--- src/rtl/irq_vector_sel.sv ---
module irq_vector_sel #(
  parameter int PC_W   = 11,
  parameter int STRIDE = 4
) (
  input  logic            clk,
  input  logic            rst_n,
  input  logic            req_ext,
  input  logic            req_tbase,
  input  logic            req_rtc,
  input  logic            req_tmr_a,
  input  logic            req_tmr_b,
  input  logic            ie_set,
  input  logic            ie_clr,
  input  logic            stack_full,
  input  logic [3:0]      pend_clr,
  output logic [PC_W-1:0] vec_addr,
  output logic            vec_take,
  output logic            push_req,
  output logic [3:0]      ack,
  output logic [3:0]      pending,
  output logic            ie
);
  localparam int NSRC = 4;

  logic [NSRC-1:0] raw, pend_q, grant;
  logic [PC_W-1:0] vec_sel;
  logic            boot_q, ie_q, take_irq;

  assign raw   = {req_tmr_a | req_tmr_b, req_rtc, req_tbase, req_ext};
  assign grant = pend_q & (~pend_q + NSRC'(1));

  always_comb begin
    vec_sel = '0;
    for (int i = 0; i < NSRC; i++)
      if (grant[i]) vec_sel = PC_W'((i + 1) * STRIDE);
  end

  assign take_irq = ie_q & ~stack_full & ~boot_q & (|pend_q);
  assign vec_take = boot_q | take_irq;
  assign push_req = take_irq;
  assign ack      = take_irq ? grant : '0;
  assign vec_addr = take_irq ? vec_sel : '0;
  assign pending  = pend_q;
  assign ie       = ie_q;

  always_ff @(posedge clk or negedge rst_n) begin
    if (!rst_n) begin
      boot_q <= 1'b1;
      ie_q   <= 1'b0;
      pend_q <= '0;
    end else begin
      boot_q <= 1'b0;
      pend_q <= (pend_q & ~ack & ~pend_clr) | raw;
      if (take_irq)    ie_q <= 1'b0;
      else if (ie_set) ie_q <= 1'b1;
      else if (ie_clr) ie_q <= 1'b0;
    end
  end
endmodule

--- config.mk ---
export PLATFORM = sky130hd
export DESIGN_NAME = irq_vector_sel
export DESIGN_NICKNAME = d
export VERILOG_FILES = /design/src/rtl/irq_vector_sel.sv
export SDC_FILE = /design/constraint.sdc
export NUM_CORES = 1
export LEC_CHECK = 0
export BUFFER_PORTS_ARGS = -buffer_cell sky130_fd_sc_hd__buf_2
export CORE_MARGIN = 2
export CORE_UTILIZATION = 30
export DETAILED_ROUTE_END_ITERATION = 6
export PLACE_DENSITY = 0.67
export SKIP_LAST_GASP = 1
export SYNTH_ARGS = -nofsm -noshare
export SYNTH_HDL_FRONTEND = slang
export SYNTH_SLANG_ARGS = --single-unit
--- constraint.sdc ---
create_clock -name clk -period 2.49 [get_ports clk]
set_clock_uncertainty 0.05 [all_clocks]
set_input_delay 0.498 -clock clk [delete_from_list [all_inputs] [get_ports clk]]
set_output_delay 0.498 -clock clk [all_outputs]
set_load 0.02 [all_outputs]
Word level (Yosys, flattened, before mapping)
Cells that the tools add are included.

operators by class
  $add $sub $neg = 1
  mux-type cells = 9
  bitwise gates (word level) = 14
  reduce and logical (&&, ||, !) cells = 2

operator list
  kind                                                           count
  11-bit two-way mux                                             3
  4-bit AND                                                      3
  4-bit NOT                                                      3
  4-bit two-way mux                                              2
  4-bit by 1-bit adder with 4-bit output, second input constant  1
  4-bit bitwise OR                                               1
  4-bit OR reduction                                             1
  1-bit AND                                                      3
  1-bit two-way mux                                              3
  3-bit two-way mux                                              1
  3-bit nonzero test                                             1
  1-bit NOT                                                      2
  1-bit bitwise OR                                               2

storage, ports and cells
  register bits after elaboration = 6
  input port bits = 14
  word-level logic and storage cells = 29

Depth between registers and ports, before layout
  depth after elaboration = 9
  mapped depth = 4
  gate-level depth less buffers = 3

Worst setup path before layout
Ideal clock, no wire load.

  kind = input to output
  from = in stack_full
  to = out vec_take
  arrival = 1.491 ns
  path slack = 0.451 ns
  stages = 3
  buffers on the path = 0
  cell sequence = nor3b_2 -> a21boi_1 -> or2_1

on the way
  word-level cells in the longest chain between the ends = 5

RTL lines
  item                    line  source
  start, declared         14    input logic stack_full,
  1-bit NOT               38    assign take_irq = ie_q & ~stack_full & ~boot_q & (|pend_q);
  1-bit AND (3 in a row)  38
  net push_req            18    output logic push_req,
  1-bit bitwise OR        39    assign vec_take = boot_q | take_irq;
  end, declared           17    output logic vec_take,

The timed path passes the listed nets, and every way through them passes these cells.

Worst setup path in the final report
  from = reg pend_q[0], in the netlist pending[0]
  to = out ack[2]

on the way
  word-level cells in the longest chain between the ends = 4

RTL lines
  item                                    line  source
  start, declared                         25    logic [NSRC-1:0] raw, pend_q, grant;
  start signal, assigned                  53    pend_q <= (pend_q & ~ack & ~pend_clr) | raw;
  4-bit NOT                               30    assign grant = pend_q & (~pend_q + NSRC'(1));
  4-bit by 1-bit adder with 4-bit output  30
  4-bit AND                               30
  4-bit two-way mux (*)                   41    assign ack = take_irq ? grant : '0;
  end, declared                           19    output logic [3:0] ack,

Every way passes the cells marked *; elsewhere a longest branch is shown, timed or not.

==> impl_metrics.tcl <==
set metrics [dict create \
    cts_hold_buffers 0 \
    synth_ff_type "dfrtp_1" \
    ant_nets 0 \
    synth_unique_cells 20 \
    wl_um 838 \
    endpoint_kind "primary output" \
    post_layout_min_period_ps 2060 \
    crit_required_ps 1940 \
    async_reset_ff_share_pct 100 \
    cts_root_buffer "clkbuf_4" \
    dpl_cell_area_sq_um 505 \
    area_delta_synth_final_pct 36.2 \
    ios 36 \
    crit_type "reg -> out" \
    globalRoute.totalOverflow 0 \
    rsz_0062_raised_after_global_routing "false" \
    path_max_fanout 6 \
    cts_resized 0 \
    drt-pass1-iter-count 1 \
    setup_violators_final 0 \
    dp_hpwl_um 712 \
    num_rows 12 \
    worst-r2r-setup-slack_ps 1110 \
    ctsHtreeMaxLevel 1 \
    min-delay-path-class "in -> async" \
    report.final.slew_viol_count 0 \
    layout.filler_cells 123 \
    power_per_cell_area_nw_per_um2 517 \
    netlist_top_cells_count "9 x buf_4, 6 x inv_1, 6 x nor2_1, 5 x dfrtp_1" \
    routedWlPerCell_um 9.42 \
    multi_input_area_sq_um 179 \
    cellLeakagePower_uw 0.000311 \
    detail_route.drc_violations 0 \
    synthesized_area_sq_um 390 \
    grt_pass1_vias 311 \
    startpoint_type "flip-flop" \
    yosys_warnings 0 \
    cts_num_sinks 6 \
    detail_route.vias_per_cell 4.11 \
    buffer_ports.inserted 27 \
    final_net_count 90 \
    run_status "finished clean" \
    report.final.hold_viol_count 0 \
    die_height_um 40.1 \
    netlist.top_cell.by_area "dfrtp_1" \
    synth_top_cell_area_share_pct 32.1 \
    critical_path_arrival_ps 1510 \
    tns_ps 0 \
    yosys.cell_count.top_type "buf_4" \
    clk_latency_ps 240 \
    cts_buffers 3 \
    gpl.final_weighted_congestion 0.701 \
    postCtsSetupBuffers 0 \
    synthCells 45 \
    max-clock-path-buffers 2 \
    grt_first_pass_wirelength_mm 1.30 \
    max_cap_viol_count 0 \
    clock_tree_from_tritoncts "done" \
    die_width_um 40.1 \
    synth_sequential_area_ratio_pct 38.8 \
    core_area_sq_um 1160 \
    seq_area_sq_um 151 \
    floorplan.die_area_sq_um 1610 \
    count_of_flip_flops_with_a_built_in_enable_after_synthesis 0 \
    synth_area_per_cell_sq_um 8.67 \
    floorplan.initialDensity_pct 33.8 \
    grt_start_max_net_pins 8 \
    fin_crit_sh_pct 82.6 \
    n_antenna_cell 0 \
    power_uw 275 \
    top_cells_by_area_in_the_synthesized_netlist "dfrtp_1 32%, buf_4 17%, dfstp_2 6.7%" \
    clkTransAtPathRegs_ps 50 \
    via_count 366 \
    final_area_sq_um 532 \
    grt_antenna_before_repair 0 \
    ys_seq_elements 6 \
    max-vdd-ir-drop_mv 0.260 \
    maxClockFrequency_mhz 486 \
    drt-initial-drc-count 0 \
    layout-drive-gt1-share_pct 44.0 \
    grt_usage_pct 12.3 \
    fin_hold_ws_ps 23.6 \
]
-- per-layer routing --
layer | up-vias | wire length (um) | share of wire (%) | track usage, %
met5 | - | 0 | 0 | 0
met4 | 0 | 0 | 0 | 7.76
met3 | 0 | 93 | 11 | 1.67
met2 | 22 | 404 | 48 | 19.8
met1 | 158 | 340 | 41 | 15.4
li1 | 186 | - | - | -
-- per-stage QoR --
stage	setup slack, ps	util [%]	instances
global placement	478	43.7	85
CTS	429	46.0	89
detailed placement	468	43.7	85
finish	434	46.0	89
floorplan	451	-	53
global route	304	46.0	89
-- power by group --
| group | total, uW | leakage, uW | switching, uW | internal [uW] |
|---|---|---|---|---|
| sequential | 114 | 0.0000641 | 8.68 | 105 |
| clock | 96.1 | 0.0000150 | 35.4 | 60.7 |
| combinational | 65.0 | 0.000232 | 40.9 | 24.1 |
-- worst paths after layout --
kind,start,to,depth (start not counted)
max in group asynchronous,rst_n,boot_q$_DFF_PN1_,1
min reg2reg,pending[3]$_DFF_PN0_,pending[3]$_DFF_PN0_,1
max reg2reg,pending[0]$_DFF_PN0_,pending[1]$_DFF_PN0_,2
max,pending[0]$_DFF_PN0_,ack[2],3
min,rst_n,pending[2]$_DFF_PN0_,1
min in group clk,req_tbase,pending[1]$_DFF_PN0_,2
-- worst max-delay path, stage by stage (launching register included) --
cell     delay (ps)
dfrtp_1         430
or4b_4          550
nor2b_1         120
buf_2           160
-- final cells by class --
type / count / area share (%)
Multi-Input combinational cell: 32 / 33.6
Tap cell: 14 / 3.29
Timing Repair Buffer: 27 / 25.4
Sequential cell: 6 / 28.5
Clock buffer: 4 / 4.94
Inverter: 6 / 4.24
-- state kept, by name, indices dropped and copies added (netlist names) --
signal	flops
boot_q	1
ie	1
pending	4
-- layout by cell type, fill, tap and decap left out --
cell	instances
clkbuf_4	3
clkbuf_1	1
nor2_1	6
a21boi_1	1
nor2b_1	2
o21bai_1	1
conb_1	9
and2_1	1
a31o_1	1
dfstp_2	1
inv_1	6
nand2b_1	1
or4b_4	1
dfrtp_1	5
nor3b_2	1
or2_1	1
nor3_1	2
nand2_1	1
a311o_1	1
a21oi_1	2
o21a_1	1
buf_2	27
-- cell families after synthesis --
family	share of synthesized area, %
AOI/OAI and AO/OA	13.1
buffers and inverters	23.1
DFF	38.8
other	0.961
and+or+nand+nor	24.0
No activity file was read; power rests on OpenSTA's default activity.
